**src/rtl/seg_xlate_pkg.sv**
```systemverilog
package seg_xlate_pkg;
  typedef enum logic [2:0] {
    FLT_NONE    = 3'd0,
    FLT_RANGE   = 3'd1,
    FLT_INVALID = 3'd2,
    FLT_LIMIT   = 3'd3,
    FLT_PERM    = 3'd4
  } fault_e;

  typedef enum logic [1:0] {
    ACC_READ  = 2'd0,
    ACC_WRITE = 2'd1,
    ACC_EXEC  = 2'd2,
    ACC_RSVD  = 2'd3
  } acc_e;

  localparam int PERM_W = 3;
  localparam int PERM_R = 0;
  localparam int PERM_WR = 1;
  localparam int PERM_X = 2;
endpackage

```
**src/rtl/seg_table.sv**
```systemverilog
module seg_table #(
  parameter int SEG_W = 3,
  parameter int OFF_W = 12,
  parameter int PA_W  = 16
) (
  input  logic                             clk,
  input  logic                             rst_n,
  input  logic                             wr_en,
  input  logic [SEG_W-1:0]                 wr_idx,
  input  logic [PA_W-1:0]                  wr_base,
  input  logic [OFF_W:0]                   wr_limit,
  input  logic                             wr_valid,
  input  logic [seg_xlate_pkg::PERM_W-1:0] wr_perm,
  input  logic [SEG_W-1:0]                 rd_idx,
  output logic [PA_W-1:0]                  rd_base,
  output logic [OFF_W:0]                   rd_limit,
  output logic                             rd_valid,
  output logic [seg_xlate_pkg::PERM_W-1:0] rd_perm
);
  localparam int ENTRIES = 1 << SEG_W;

  logic [PA_W-1:0]                  base_q  [ENTRIES];
  logic [OFF_W:0]                   limit_q [ENTRIES];
  logic                             valid_q [ENTRIES];
  logic [seg_xlate_pkg::PERM_W-1:0] perm_q  [ENTRIES];

  for (genvar e = 0; e < ENTRIES; e++) begin : g_entry
    logic hit;
    assign hit = wr_en && (wr_idx == SEG_W'(e));
    always_ff @(posedge clk) begin
      if (!rst_n) begin
        base_q[e]  <= '0;
        limit_q[e] <= '0;
        valid_q[e] <= 1'b0;
        perm_q[e]  <= '0;
      end else if (hit) begin
        base_q[e]  <= wr_base;
        limit_q[e] <= wr_limit;
        valid_q[e] <= wr_valid;
        perm_q[e]  <= wr_perm;
      end
    end
  end

  assign rd_base  = base_q[rd_idx];
  assign rd_limit = limit_q[rd_idx];
  assign rd_valid = valid_q[rd_idx];
  assign rd_perm  = perm_q[rd_idx];
endmodule

```
**src/rtl/seg_check.sv**
```systemverilog
module seg_check
  import seg_xlate_pkg::*;
#(
  parameter int SEG_W = 3,
  parameter int OFF_W = 12,
  parameter int PA_W  = 16
) (
  input  logic [SEG_W-1:0]  seg,
  input  logic [OFF_W-1:0]  off,
  input  acc_e              acc,
  input  logic [SEG_W:0]    count,
  input  logic [PA_W-1:0]   ent_base,
  input  logic [OFF_W:0]    ent_limit,
  input  logic              ent_valid,
  input  logic [PERM_W-1:0] ent_perm,
  output fault_e            fault,
  output logic [PA_W-1:0]   addr
);
  logic out_of_range;
  logic over_limit;
  logic rights_ok;

  assign out_of_range = {1'b0, seg} >= count;
  assign over_limit   = {1'b0, off} >= ent_limit;

  always_comb begin
    unique case (acc)
      ACC_READ:  rights_ok = ent_perm[PERM_R];
      ACC_WRITE: rights_ok = ent_perm[PERM_WR];
      ACC_EXEC:  rights_ok = ent_perm[PERM_X];
      default:   rights_ok = 1'b0;
    endcase
  end

  always_comb begin
    fault = FLT_NONE;
    addr  = '0;
    if (out_of_range)    fault = FLT_RANGE;
    else if (!ent_valid) fault = FLT_INVALID;
    else if (over_limit) fault = FLT_LIMIT;
    else if (!rights_ok) fault = FLT_PERM;
    else                 addr  = ent_base + PA_W'(off);
  end
endmodule

```
**src/rtl/seg_xlate.sv**
```systemverilog
module seg_xlate
  import seg_xlate_pkg::*;
#(
  parameter int SEG_W = 3,
  parameter int OFF_W = 12,
  parameter int PA_W  = 16
) (
  input  logic              clk,
  input  logic              rst_n,
  input  logic [SEG_W:0]    seg_count,
  input  logic              tbl_we,
  input  logic [SEG_W-1:0]  tbl_idx,
  input  logic [PA_W-1:0]   tbl_base,
  input  logic [OFF_W:0]    tbl_limit,
  input  logic              tbl_valid,
  input  logic [2:0]        tbl_perm,
  input  logic              req_valid,
  output logic              req_ready,
  input  logic [SEG_W-1:0]  req_seg,
  input  logic [OFF_W-1:0]  req_off,
  input  logic [1:0]        req_acc,
  output logic              rsp_valid,
  input  logic              rsp_ready,
  output logic [PA_W-1:0]   rsp_addr,
  output logic [2:0]        rsp_fault
);
  logic [PA_W-1:0]   ent_base;
  logic [OFF_W:0]    ent_limit;
  logic              ent_valid;
  logic [PERM_W-1:0] ent_perm;
  fault_e            chk_fault;
  logic [PA_W-1:0]   chk_addr;
  logic              accept;
  fault_e            fault_q;

  seg_table #(.SEG_W(SEG_W), .OFF_W(OFF_W), .PA_W(PA_W)) u_table (
    .clk      (clk),
    .rst_n    (rst_n),
    .wr_en    (tbl_we),
    .wr_idx   (tbl_idx),
    .wr_base  (tbl_base),
    .wr_limit (tbl_limit),
    .wr_valid (tbl_valid),
    .wr_perm  (tbl_perm),
    .rd_idx   (req_seg),
    .rd_base  (ent_base),
    .rd_limit (ent_limit),
    .rd_valid (ent_valid),
    .rd_perm  (ent_perm)
  );

  seg_check #(.SEG_W(SEG_W), .OFF_W(OFF_W), .PA_W(PA_W)) u_check (
    .seg       (req_seg),
    .off       (req_off),
    .acc       (acc_e'(req_acc)),
    .count     (seg_count),
    .ent_base  (ent_base),
    .ent_limit (ent_limit),
    .ent_valid (ent_valid),
    .ent_perm  (ent_perm),
    .fault     (chk_fault),
    .addr      (chk_addr)
  );

  assign req_ready = !rsp_valid || rsp_ready;
  assign accept    = req_valid && req_ready;

  always_ff @(posedge clk) begin
    if (!rst_n) begin
      rsp_valid <= 1'b0;
      rsp_addr  <= '0;
      fault_q   <= FLT_NONE;
    end else if (accept) begin
      rsp_valid <= 1'b1;
      rsp_addr  <= chk_addr;
      fault_q   <= chk_fault;
    end else if (rsp_ready) begin
      rsp_valid <= 1'b0;
    end
  end

  assign rsp_fault = fault_q;
endmodule

```
**config.mk**
```make
export PLATFORM = sky130hd
export DESIGN_NAME = seg_xlate
export DESIGN_NICKNAME = d
export VERILOG_FILES = /design/src/rtl/seg_xlate_pkg.sv /design/src/rtl/seg_table.sv /design/src/rtl/seg_check.sv /design/src/rtl/seg_xlate.sv
export SDC_FILE = /design/constraint.sdc
export NUM_CORES = 1
export LEC_CHECK = 0
export CORE_MARGIN = 2
export CORE_UTILIZATION = 30
export DETAILED_ROUTE_END_ITERATION = 8
export GPL_TIMING_DRIVEN = 1
export SLEW_MARGIN = 20
export SYNTH_ARGS = -nofsm -noshare
export SYNTH_HDL_FRONTEND = slang
export SYNTH_SLANG_ARGS = --single-unit
```
**constraint.sdc**
```tcl
create_clock -name clk -period 4.4 [get_ports clk]
set_input_delay 0.44 -clock clk [delete_from_list [all_inputs] [get_ports clk]]
set_output_delay 0.44 -clock clk [all_outputs]
set_load 0.005 [all_outputs]
```
==> impl_metrics.csv <==
group,metric,value,unit
run_status,status,"complete, no violations",
detailed_routing,vias_per_cell,4.76,
global_routing,grt_antenna_before_repair,0,
finish,drive_gt1_frac,0.193,
synthesis,synth.top_cell.area_share,0.589,
global_routing,grt_max_degree,34,
clock_network,cts.sinks,284,
timing,setup_violations,0,
synthesis,synth_edf_count,263,
setup_path,critPathTopFamily,"compound AO/OA/AOI/OAI gates",
clock_network,cts_tree,"yes",
placed_design,port-buffer-count,82,
placed_design,place.gp.congestion,0.785,
setup_path,critPathKind,"flop to flop",
power_and_ir_drop,peakVddDrop,0.291,mV
timing,post-route-period-util,0.778,
timing,rsz0062_at_grt,"false",
synthesis,ys_types,49,
synthesis,synth_nets,986,
detailed_routing,wl_per_cell,21.3,microns
floorplan,coreArea,44100,sq um
power_and_ir_drop,pwr_density_cell,409,nW/um^2
clock_network,insertion_delay,570,ps
detailed_routing,dr.pass1.iters,5,
finish,layout_common_cells,"266 x and2_1, 263 x edfxtp_1, 79 x clkdlybuf4s50_1",
floorplan,die_h,215,microns
timing,slew_headroom,0.250,
synthesis,syn_avg_cell_area,15.0,sq um
synthesis,postSynthCellCount,896,
timing,fmax,292,MHz
clock_network,post_cts_buffers,0,
finish,nets,1082,
setup_path,cp_num_buf_inv,0,
clock_network,cts_made_buffers,31,
timing,hold_violations,0,
clock_network,htree_levels,1,
setup_path,arrival,3840,ps
synthesis,yosysSeqAreaShare,0.620,
floorplan,num_io_pins,83,
placed_design,hpwl,21400,microns
setup_path,startpoint_type,"flop",
floorplan,initial_core_util,0.304,
detailed_routing,first_iter_violations,624,
timing,tightest_slew,1120,ps
timing,finalSetupTns,0,ps
detailed_routing,drcViolationCount,0,
synthesis,yosys.area.top_type,"edfxtp_1",
synthesis,ys_async_sr_fraction,0,
finish,syn_to_final_growth,20.5,%
clock_network,hold_buffers,0,
detailed_routing,postRouteAntennaNets,0,
timing,fin_skew,11.3,ps
synthesis,synth_area_leaders,"edfxtp_1 59%, and2_1 12%, mux4_2 11%, dfxtp_1 3.1%, ha_1 2.5%",
clock_network,cts.repair.resized,0,
setup_path,cp_slowest_stage_delay,470,ps
global_routing,grt_first_pass_wirelength,51700,microns
timing,holdWs,460,ps
global_routing,track_usage,0.149,
setup_path,crit_fanout,5,
floorplan,die_w,215,microns
floorplan,rows,77,
flow_run,maxCapViolations,0,
synthesis,synth_flop_cell,"edfxtp_1",
setup_path,crit_required,4810,ps
setup_path,crit_chain,"mux4_2, mux2_2, ha_1, fa_1, a211oi_1, o21bai_1, nand2_1, o21ai_0, or4_1, a41oi_1, nor2_1",
finish,multi_input_area,4940,sq um
min_path,hold_path_class,"flop to flop",
clock_network,cts.clk_slew.worst_paths,60,ps
synthesis,ys_warn_count,0,
synthesis,ys_seq_elements,284,
setup_path,crit_slowest_cell,"mux4_2",
floorplan,die_area,46400,sq um
finish,mostFrequentLayoutCell,"and2_1",
global_routing,grt_pass1_vias,8033,
timing,slew_violations,0,
global_routing,grt-ovfl-total,0,
finish,fin_cells,1610,
setup_path,worstSetupEndpointType,"flop",
finish,seq_area,8320,sq um
clock_network,cts-root-buf,"clkbuf_16",
clock_network,clockBufferDepth,3,
timing,min_period,3420,ps
power_and_ir_drop,leakage,5.68,nW
detailed_routing,finalWirelength,34300,microns
placed_design,place_inst,1551,
synthesis,netlist_area,13400,sq um
finish,n_fill_cell,4226,
detailed_routing,num_vias,7670,
## sequential cells by signal, summed over array words and instances, names as in the netlist
register / count
rsp_addr: 16
rsp_fault: 3
rsp_valid: 1
u_table.base_q: 128
u_table.limit_q: 104
u_table.perm_q: 24
u_table.valid_q: 8
## Yosys cell counts, types with 2 or more instances
cell type	number
or4_1	2
a22oi_2	10
nand2_1	22
dfxtp_1	21
a22oi_1	2
o2111ai_1	2
nand2b_1	3
and2_1	266
mux2_2	17
nor2_1	30
nor3_1	2
xnor2_1	8
a211oi_1	3
a21oi_1	18
and3_1	2
inv_1	11
clkbuf_1	33
a31oi_1	2
a21o_1	3
o21a_1	3
nor2b_1	2
ha_1	27
o21bai_1	5
buf_6	2
nand3_1	8
mux4_2	67
xor2_1	2
nand4_1	3
edfxtp_1	263
buf_1	6
buf_2	5
a41oi_1	2
o21ai_1	3
mux2i_1	15
o21ai_0	12
## path summary, 6_finish.rpt
path | from | to | slack [ps] | cells after the start
max reg2reg | u_table.base_q[2][0] | rsp_addr[12] | 980 | 11
min reg2reg | rsp_addr[14] | rsp_addr[14] | 460 | 2
min | rsp_addr[14] | rsp_addr[14] | 460 | 2
max | u_table.base_q[2][0] | rsp_addr[12] | 980 | 11
## power breakdown
part | switching, W | leakage [nW] | internal [W]
clock | 0.00107 | 0.531 | 0.00162
combinational | 0.000416 | 2.44 | 0.000340
sequential | 0.0000457 | 2.71 | 0.00312
## worst min-delay path, delay by kind of cell (launching register included)
family,cells,cell delay (ps)
compound gates,1,50
flops,1,310
simple gates,1,50
## layer usage
layer / GRT usage / up-vias / part of all wire
li1: - / 3530 / -
met1: 0.205 / 3911 / 0.45
met2: 0.249 / 189 / 0.49
met3: 0.0244 / 40 / 0.050
met4: 0.0292 / 0 / 0.016
met5: 0 / - / 0
## final cells by class
cell class / instances / area share
antenna: 1 / 0.000155
clock buffer: 35 / 0.0502
clock inverter: 23 / 0.0160
inverter: 12 / 0.00279
multi-input combinational: 553 / 0.306
sequential: 284 / 0.515
tap: 592 / 0.0458
timing repair buffer: 110 / 0.0647
## per-stage QoR
| stage | utilization | power, W | area (sq um) | setup WS [ps] |
|---|---|---|---|---|
| global placement | 0.342 | 0.00397 | 15100 | 540 |
| finish | 0.366 | 0.00662 | 16200 | 977 |
| detailed placement | 0.342 | 0.00399 | 15100 | 519 |
| CTS | 0.366 | 0.00667 | 16200 | 991 |
| global route | 0.366 | 0.00685 | 16200 | 827 |
| floorplan | - | 0.00368 | 13400 | 178 |
## cells by family after synthesis
kind of cell,count (synthesis),synth area share
AND/OR/NAND/NOR,343,0.151
adder cells (fa/ha/maj),28,0.0267
buffers and inverters,59,0.0184
XOR/XNOR,10,0.00653
multiplexers,99,0.138
AO/OA/AOI/OAI,73,0.0393
flip-flops,284,0.620
Note: power is estimated with default switching activity, not from simulation.
